--- config.mk ---
export PLATFORM = sky130hd
export DESIGN_NAME = flow_ctl_unit
export DESIGN_NICKNAME = d
export VERILOG_FILES = /design/src/rtl/flow_pkg.sv /design/src/rtl/flow_decode.sv /design/src/rtl/flow_stack.sv /design/src/rtl/flow_ctl_unit.sv
export SDC_FILE = /design/constraint.sdc
export NUM_CORES = 1
export LEC_CHECK = 0
export BUFFER_PORTS_ARGS = -buffer_cell sky130_fd_sc_hd__buf_2
export CAP_MARGIN = 30
export CORE_UTILIZATION = 54
export DETAILED_ROUTE_END_ITERATION = 10
export GPL_TIMING_DRIVEN = 1
export PLACE_DENSITY_LB_ADDON = 0.3
export SLEW_MARGIN = 25
export SYNTH_ARGS = -nofsm -noshare
export SYNTH_HDL_FRONTEND = slang
export SYNTH_SLANG_ARGS = --single-unit
--- constraint.sdc ---
create_clock -name clk -period 4.15 [get_ports clk]
set_clock_uncertainty 0.2 [all_clocks]
set_input_delay 0.2075 -clock clk [delete_from_list [all_inputs] [get_ports clk]]
set_output_delay 0.2075 -clock clk [all_outputs]
set_load 0.005 [all_outputs]
--- src/rtl/flow_pkg.sv ---
package flow_pkg;
  typedef enum logic [2:0] {
    OP_OTHER, OP_JUMP, OP_CALL, OP_RET, OP_RTX
  } flow_op_e;

  function automatic logic cond_met(input logic [3:0] code, input logic z, input logic c);
    case (code)
      4'd0:    cond_met = 1'b1;
      4'd1:    cond_met = z;
      4'd2:    cond_met = !z;
      4'd3:    cond_met = c;
      4'd4:    cond_met = !c;
      default: cond_met = 1'b0;
    endcase
  endfunction
endpackage

--- src/rtl/flow_decode.sv ---
module flow_decode
  import flow_pkg::*;
(
  input  logic [15:0] word,
  output flow_op_e    op,
  output logic [3:0]  code
);
  always_comb begin
    code = word[3:0];
    case (word[15:4])
      12'h029: op = OP_JUMP;
      12'h02B: op = OP_CALL;
      12'h02D: op = OP_RET;
      12'h02F: op = OP_RTX;
      default: op = OP_OTHER;
    endcase
  end
endmodule

--- src/rtl/flow_stack.sv ---
module flow_stack #(
  parameter int W     = 16,
  parameter int DEPTH = 8
) (
  input  logic         clk,
  input  logic         rst_n,
  input  logic         push,
  input  logic [W-1:0] din,
  input  logic         pop,
  output logic [W-1:0] top,
  output logic         empty,
  output logic         ovf,
  output logic         unf
);
  localparam int AW = (DEPTH > 1) ? $clog2(DEPTH) : 1;
  localparam int CW = $clog2(DEPTH + 1);

  logic [W-1:0]  mem [DEPTH];
  logic [CW-1:0] cnt;
  logic [AW-1:0] top_idx, wr_idx;
  logic          full, do_pop, do_push;

  assign empty   = (cnt == '0);
  assign full    = (cnt == CW'(DEPTH));
  assign top_idx = AW'(cnt - CW'(1));
  assign wr_idx  = AW'(cnt);
  assign top     = mem[top_idx];
  assign do_pop  = pop && !empty;
  assign do_push = push && (!full || do_pop);

  always_ff @(posedge clk) begin
    if (do_push) mem[do_pop ? top_idx : wr_idx] <= din;
  end

  always_ff @(posedge clk) begin
    if (!rst_n) begin
      cnt <= '0;
      ovf <= 1'b0;
      unf <= 1'b0;
    end else begin
      if (do_push && !do_pop)      cnt <= cnt + CW'(1);
      else if (do_pop && !do_push) cnt <= cnt - CW'(1);
      ovf <= push && !do_push;
      unf <= pop && !do_pop;
    end
  end

  a_r9_full_keeps_depth: assert property (@(posedge clk) disable iff (!rst_n)
    (push && full && !pop) |=> (cnt == CW'(DEPTH)) && ovf);
  a_r10_empty_stays_empty: assert property (@(posedge clk) disable iff (!rst_n)
    (pop && empty && !push) |=> (cnt == '0) && unf);
  a_r1_depth_bound: assert property (@(posedge clk) disable iff (!rst_n)
    cnt <= CW'(DEPTH));
endmodule

--- src/rtl/flow_ctl_unit.sv ---
module flow_ctl_unit
  import flow_pkg::*;
#(
  parameter int W     = 16,
  parameter int DEPTH = 8
) (
  input  logic         clk,
  input  logic         rst_n,
  input  logic         ins_valid,
  output logic         ins_ready,
  input  logic [15:0]  ins_word,
  input  logic [W-1:0] ext_word,
  input  logic         flag_z,
  input  logic         flag_c,
  input  logic         exc_save,
  input  logic [W-1:0] exc_sr,
  output logic [W-1:0] pc,
  output logic [W-1:0] sr_out,
  output logic         cs_ovf,
  output logic         cs_unf,
  output logic         ds_ovf,
  output logic         ds_unf
);
  flow_op_e     op;
  logic [3:0]   code;
  logic         taken, cs_push, cs_pop, ds_pop;
  logic [W-1:0] cs_top, ds_top, pc_next;
  logic         cs_empty, ds_empty;

  assign ins_ready = 1'b1;

  flow_decode u_dec (.word(ins_word), .op(op), .code(code));

  assign taken   = ins_valid && cond_met(code, flag_z, flag_c);
  assign cs_push = taken && (op == OP_CALL);
  assign cs_pop  = taken && ((op == OP_RET) || (op == OP_RTX));
  assign ds_pop  = taken && (op == OP_RTX);

  flow_stack #(.W(W), .DEPTH(DEPTH)) u_cstk (
    .clk(clk), .rst_n(rst_n), .push(cs_push), .din(pc + W'(2)),
    .pop(cs_pop), .top(cs_top), .empty(cs_empty), .ovf(cs_ovf), .unf(cs_unf));

  flow_stack #(.W(W), .DEPTH(DEPTH)) u_dstk (
    .clk(clk), .rst_n(rst_n), .push(exc_save), .din(exc_sr),
    .pop(ds_pop), .top(ds_top), .empty(ds_empty), .ovf(ds_ovf), .unf(ds_unf));

  always_comb begin
    pc_next = pc;
    if (ins_valid) begin
      case (op)
        OP_JUMP, OP_CALL: pc_next = taken ? ext_word : pc + W'(2);
        OP_RET, OP_RTX:   pc_next = (taken && !cs_empty) ? cs_top : pc + W'(1);
        default:          pc_next = pc + W'(1);
      endcase
    end
  end

  always_ff @(posedge clk) begin
    if (!rst_n) begin
      pc     <= '0;
      sr_out <= '0;
    end else begin
      pc <= pc_next;
      if (ds_pop && !ds_empty) sr_out <= ds_top;
    end
  end

  a_r2_idle_hold: assert property (@(posedge clk) disable iff (!rst_n)
    !ins_valid |=> $stable(pc));
  a_r4_jump_skip: assert property (@(posedge clk) disable iff (!rst_n)
    (ins_valid && op == OP_JUMP && !taken) |=> pc == $past(pc) + W'(2));
  a_r7_sr_only_on_restore: assert property (@(posedge clk) disable iff (!rst_n)
    !ds_pop |=> $stable(sr_out));
  a_r5_call_target: assert property (@(posedge clk) disable iff (!rst_n)
    cs_push |=> pc == $past(ext_word));
endmodule

==> flow_metrics.tcl, run 1 <==
set metrics [dict create \
    synth.largest_area_cell "edfxtp_1" \
    power_frac_clock_pct 37.9 \
    nNetsFinal 1000 \
    endpoint_kind "register" \
    drv_slew 0 \
    io_pins 91 \
    diodes 0 \
    hp-class "in -> reg" \
    pwr_density_cell_nw_per_um2 438 \
    cts_tree "built" \
    p_int_w 0.00509 \
    syn_inst 793 \
    insertion_delay_ns 0.56 \
    drt_pass1_iterations 5 \
    drcViolationCount 0 \
    syn_area_um2 12900 \
    yosysUniqueCellTypes 67 \
    syn_to_final_growth_pct 17.2 \
    grt_first_pass_wirelength_um 44400 \
    cp_data_required_time_ns 4.39 \
    cap_violations 0 \
    final_cells 1278 \
    drt_iter0_markers 636 \
    cts.sinks 300 \
    fmax_mhz 285 \
    drive_gt1_share_pct 27.8 \
    finalCriticalPeriod_ns 3.51 \
    critPathKind "reg -> reg" \
    synth_most_common_cell "edfxtp_1" \
    grt_pass1_vias 7732 \
    vias_per_cell 6.00 \
    synth_edf_count 256 \
    pwr-share-seq_pct 51.4 \
    synth_top_area_share_pct 59.4 \
    ys_seq_elements 300 \
    async_reset_ff_share_pct 0 \
    fin_crit_sh_pct 84.6 \
    place_inst 1183 \
    hold_buffers 41 \
    yosys_warnings 0 \
    switching_power_w 0.00155 \
    antenna_left 0 \
    dp_hpwl_um 17900 \
    antenna_found_initial 0 \
    irDropWorstVdd_v 0.000348 \
    h-tree-depth 1 \
    switching_share_pct 23.3 \
    status "finished, final reports clean" \
    ctsResizeCount 0 \
    die_height_um 157 \
    die_w_um 157 \
    grt_max_degree 47 \
    worstPathMaxFanout 16 \
    clock-root-buffer "clkbuf_16" \
    wl_per_cell_um 22.9 \
    overflow 0 \
    die-area_um2 24600 \
    slew_headroom_pct 35.1 \
    power_frac_comb_pct 10.7 \
    postCtsSetupRepairBufs 0 \
    start_util_pct 55.1 \
    worst_pin_slew_ns 0.973 \
    rsz0062_at_grt "false" \
    fp.coreArea_um2 23500 \
    synth_flop_cell "edfxtp_1" \
    syn_area_per_cell_um2 16.3 \
    numCtsBuffers 29 \
    row_count 56 \
    synth_common_cells "256 x edfxtp_1, 63 x mux4_2, 44 x dfxtp_1" \
    crit_path_start_kind "register" \
    fillerInstances 1621 \
    io_buffers 89 \
    vias 7667 \
    synth_nets 857 \
    setup_violations 0 \
    clock_path_buffers 3 \
    p_total_w 0.00663 \
    synth-seq-area-share_pct 66.2 \
    synthTopCellsByArea "edfxtp_1 59%, mux4_2 11%, dfxtp_1 6.8%" \
    p_leak_nw 5.52 \
    hold_viol 0 \
    critPathArrivalTime_ns 3.75 \
    timing.setup.tns_ns 0 \
    rrSetupSlack_ns 0.64 \
    gp_congestion 0.904 \
    clkTransAtPathRegs_ns 0.07 \
    grt.total_usage_pct 24.4 \
    routed_wl_um 29300 \
]
## metal layers
metal  up-vias  wire [um]  global-route usage [%]  part of all wire [%]
met5         -          0                       0                     0
met4         0        845                    7.89                   2.9
met3        67       1950                    3.38                   6.6
met2       331      14600                    41.2                    50
met1      3843      11900                    32.7                    41
li1       3426          -                       -                     -
## registers in the layout, indices dropped and copies added, names as in the netlist
register	cells
u_cstk.mem	128
u_dstk.mem	128
pc	16
sr_out	16
u_cstk.cnt	4
u_dstk.cnt	4
u_cstk.ovf	1
u_cstk.unf	1
u_dstk.ovf	1
u_dstk.unf	1
## power by group through the flow
stage,Clock (W),Combinational (W),Sequential [W]
floorplan,0,0.000480,0.00345
global placement,0,0.000671,0.00347
detailed placement,0,0.000674,0.00347
CTS,0.00254,0.000716,0.00341
global route,0.00266,0.000766,0.00342
finish,0.00251,0.000709,0.00341
## logic make-up (layout without fill, tap and decap cells)
| kind of cell | count (synthesis) | count (layout) | synth area share (%) |
|---|---|---|---|
| flip-flops | 300 | 300 | 66.2 |
| XOR/XNOR | 34 | 34 | 2.45 |
| multiplexers | 112 | 112 | 15.0 |
| buffers and inverters | 58 | 224 | 2.19 |
| AO/OA/AOI/OAI | 114 | 114 | 6.09 |
| other | 1 | 1 | 0.0290 |
| adder cells (fa/ha/maj) | 10 | 10 | 0.967 |
| AND/OR/NAND/NOR | 164 | 164 | 7.10 |
## worst paths after layout
path,start,endpoint,cells past startpoint
worst max register to register,u_cstk.cnt[1],pc[1],9
worst min register to register,sr_out[5],sr_out[5],1
worst max-delay path,u_cstk.cnt[1],pc[1],9
worst min-delay path,ins_word[3],u_cstk.unf,4
## placed cells by master (no fill, tap or decap), drive strengths merged, types with 12 or more instances in the layout
| master | synthesis | layout |
|---|---|---|
| edfxtp | 256 | 256 |
| buf | 27 | 121 |
| mux4 | 64 | 64 |
| dfxtp | 44 | 44 |
| dlygate4sd3 | 0 | 41 |
| nand2 | 41 | 41 |
| mux2i | 38 | 38 |
| clkbuf | 23 | 38 |
| o21ai | 34 | 34 |
| nor2 | 32 | 32 |
| o211a | 20 | 20 |
| xor2 | 19 | 19 |
| nor3 | 18 | 18 |
| a21oi | 16 | 16 |
| xnor2 | 15 | 15 |
| a31oi | 13 | 13 |
| nand3 | 12 | 12 |
| nand4 | 12 | 12 |
## worst max-delay path, stage by stage (launching register included)
cell	delay, ns
dfxtp_1	0.44
inv_1	0.10
ha_1	0.85
buf_4	0.38
mux4_2	0.34
mux2i_1	0.16
nor3_1	0.06
o21ai_0	0.19
a31oi_1	0.10
dlygate4sd3_1	0.57
## stage by stage
step                      instance area, um2  setup slack (ns)  utilization (%)  hold WS [ns]
after floorplan                        12900             0.267                -         0.106
after detailed placement               13800             0.636             58.9         0.271
after global routing                   15200             0.466             64.6        0.0680
after global placement                 13800             0.775             58.9         0.270
after CTS                              15200             0.652             64.6        0.0346
final                                  15200             0.640             64.6        0.0560
## cell type report
type | instances | area (um2) | area share [%]
Clock buffer | 38 | 790 | 5.21
Clock inverter | 16 | 125 | 0.825
Inverter | 8 | 30.0 | 0.198
Multi-Input combinational cell | 435 | 4140 | 27.3
Sequential cell | 300 | 8570 | 56.5
Tap cell | 319 | 399 | 2.63
Timing Repair Buffer | 162 | 1110 | 7.31
Note: power is estimated with default switching activity, not from simulation.
==> inputs of run 2 (changes only) <==
ABC_AREA = 1   (was default)
CORE_UTILIZATION = 55   (was 54)
clock period = 3.2 ns   (was 4.15 ns; I/O delays follow)
==> run 2 against run 1 <==
Net effect: synthesized area grew 5.5%; combinational power grew 24%; non-clock buffer count grew 40; sequential power grew 28%; global-route usage grew 3.3 points; synthesized cell count grew 78%; utilization grew 2.7 points; via count grew 41%; design area grew 7.9%.
==> flow_metrics.tcl, run 2 <==
set metrics [dict create \
    critical-path-top-delay-family "buffers and inverters" \
    synth_mux_area_share_pct 0 \
    fin_crit_sh_pct 96.4 \
    power_frac_comb_pct 9.8 \
    finish.utilization_pct 67.3 \
    cts.sinks 300 \
    cp_data_required_time_ns 3.45 \
    drt_iter0_markers 953 \
    synth_nets 1474 \
    synthTopCellsByArea "edfxtp_1 56%, nand2_1 12%, dfxtp_1 6.4%" \
    cp_slowest_cell "dlygate4sd3_1" \
    fp.coreArea_um2 24300 \
    slew_headroom_pct 43.9 \
    drv_slew 0 \
    worst_pin_slew_ns 0.840 \
    hp-class "in -> reg" \
    endpoint "pc[4]" \
    endpoint_kind "register" \
    h-tree-depth 1 \
    antenna_left 0 \
    power_frac_clock_pct 41.7 \
    die_height_um 160 \
    dp_hpwl_um 22100 \
    r2r_start "u_cstk.cnt[1]" \
    setup_violations 0 \
    synth_most_common_cell "nand2_1" \
    p_int_w 0.00693 \
    clock_path_buffers 3 \
    antenna_found_initial 3 \
    synthAdderAreaFrac_pct 0.916 \
    synth-xor-area-share_pct 1.22 \
    syn_inst 1410 \
    gp_congestion 0.905 \
    switching_power_w 0.00210 \
    ys_seq_elements 300 \
    r2r_cells 15 \
    status "finished, final reports clean" \
    finalCriticalPeriod_ns 3.09 \
    row_count 57 \
    p_leak_nw 6.64 \
    fillerInstances 1880 \
    numCtsBuffers 30 \
    synth_top_area_share_pct 56.3 \
    cp.depth 15 \
    cts_tree "built" \
    vias_per_cell 5.61 \
    crit_buf_inv 6 \
    vias 10800 \
    synth.largest_area_cell "edfxtp_1" \
    grt.total_usage_pct 27.7 \
    io_buffers 89 \
    synth_flop_cell "edfxtp_1" \
    yosys.area_share.simple_pct 23.7 \
    fin_hold_ws_ns 0.0469 \
    switching_share_pct 23.3 \
    grt_pass1_vias 10400 \
    worstPathMaxFanout 32 \
    grt_first_pass_wirelength_um 54700 \
    p_total_w 0.00903 \
    insertion_delay_ns 0.57 \
    synth-compound-area-share_pct 6.91 \
    critPathArrivalTime_ns 3.34 \
    final_common_cell "nand2_1" \
    die_w_um 160 \
    cp-startpoint "u_cstk.cnt[1]" \
    nNetsFinal 1642 \
    irDropWorstVdd_v 0.000571 \
    cap_violations 0 \
    cpPeakStageDelay_ns 0.59 \
    hold_viol 0 \
    syn_to_final_growth_pct 19.8 \
    synth_common_cells "446 x nand2_1, 256 x edfxtp_1, 181 x nor2_1" \
    syn_area_per_cell_um2 9.69 \
    yosysUniqueCellTypes 42 \
    synth_edf_count 256 \
    synth-seq-area-share_pct 62.7 \
    clkTransAtPathRegs_ns 0.06 \
    grt_max_degree 70 \
    crit_path_start_kind "register" \
    rrSetupSlack_ns 0.11 \
    clock-root-buffer "clkbuf_16" \
    routed_wl_um 35200 \
    start_util_pct 56.2 \
    layout_common_cells "446 x nand2_1, 256 x edfxtp_1, 180 x nor2_1" \
    drt_pass1_iterations 6 \
    place_inst 1807 \
    pwr-share-seq_pct 48.5 \
    r2r_end "pc[4]" \
    drive_gt1_share_pct 14.9 \
    wl_per_cell_um 18.2 \
    path_cells "inv_1 > ha_1 > buf_4 > inv_1 > buf_8 > nand3_1 > nand2_1 > nand2_1 > nand2_1 > nand2_1 > nand3_1 > nand2_1 > o21bai_1 > dlygate4sd3_1 > inv_1" \
    overflow 0 \
    syn_area_um2 13700 \
    fmax_mhz 324 \
    pwr_density_cell_nw_per_um2 552 \
    drcViolationCount 0 \
    yosys_warnings 0 \
    async_reset_ff_share_pct 0 \
    synth_top_family_by_area "simple AND/OR/NAND/NOR gates" \
    io_pins 91 \
    die-area_um2 25500 \
    rsz0062_at_grt "true" \
    critPathKind "reg -> reg" \
    final_cells 1928 \
    hold_depth 6 \
    cpMostUsedCell "nand2_1" \
    reg_top3 "u_cstk.mem (128), u_dstk.mem (128)" \
]
## run 2: through the flow
| step | TNS (ns) | worst slack (ns) | instance area [um2] |
|---|---|---|---|
| 2_1_floorplan | -1.28 | -0.0311 | 13700 |
| 3_3_place_gp | 0 | 0.578 | 14600 |
| 3_5_place_dp | 0 | 0.472 | 14600 |
| 4_1_cts | 0 | 0.0740 | 16300 |
| 5_1_grt | -0.846 | -0.0373 | 16400 |
| 6_report | 0 | 0.114 | 16400 |
## run 2: per-layer routing
metal | GRT usage [%] | up-vias | share of wire, %
li1 | - | 5114 | -
met5 | 0 | - | 0.037
met2 | 49.4 | 473 | 51
met4 | 11.8 | 2 | 3.8
met3 | 3.80 | 98 | 7.3
met1 | 33.5 | 5121 | 38
## run 2: area by class of cell
type / instances / area [um2] / share of cell area, %
clock inverter: 17 / 254 / 1.55
sequential: 300 / 8570 / 52.4
antenna: 2 / 5.00 / 0.0306
inverter: 80 / 307 / 1.87
timing repair buffer: 202 / 1480 / 9.04
tap: 324 / 405 / 2.48
multi-input combinational: 964 / 4500 / 27.5
clock buffer: 39 / 845 / 5.16
## run 2: how the worst min path moves through the flow
stage	endpoint	slack [ns]	start
finish	u_dstk.unf	0.05	ins_word[3]
global route	u_dstk.unf	0.06	ins_word[3]
CTS	u_dstk.unf	0.01	ins_word[3]
detailed placement	u_dstk.mem[5][0]	0.23	exc_sr[0]
global placement	u_dstk.mem[5][0]	0.23	exc_sr[0]
floorplan	u_dstk.mem[0][0]	0.06	exc_sr[0]
## run 2: worst reg2reg max path: cells and delay by family (launching register included)
| family | cells | cell delay, ns |
|---|---|---|
| AOI/OAI and AO/OA | 1 | 0.14 |
| buffers and inverters | 6 | 1.29 |
| DFF | 1 | 0.39 |
| and+or+nand+nor | 7 | 0.62 |
| adders and majority gates | 1 | 0.32 |
## run 2: cell families after synthesis
group / after synthesis
AND/OR/NAND/NOR: 783
flip-flops: 300
AO/OA/AOI/OAI: 154
buffers and inverters: 146
XOR/XNOR: 16
adder cells (fa/ha/maj): 10
other: 1
## run 2: what timing repair did
action                                  4_1_cts  5_1_grt
hold endpoints to repair                    167        0
setup buffers                                 0        7
endpoints found under the setup margin        0      134
hold buffers                                 56        0
gates resized for setup                       0        7
## run 2: power groups by stage
stage / logic [W] / registers [W] / clock network (W)
after global placement: 0.000795 / 0.00446 / 0
after detailed placement: 0.000811 / 0.00446 / 0
final: 0.000881 / 0.00438 / 0.00377
after CTS: 0.000873 / 0.00438 / 0.00382
after floorplan: 0.000525 / 0.00445 / 0
after global routing: 0.000976 / 0.00438 / 0.00396
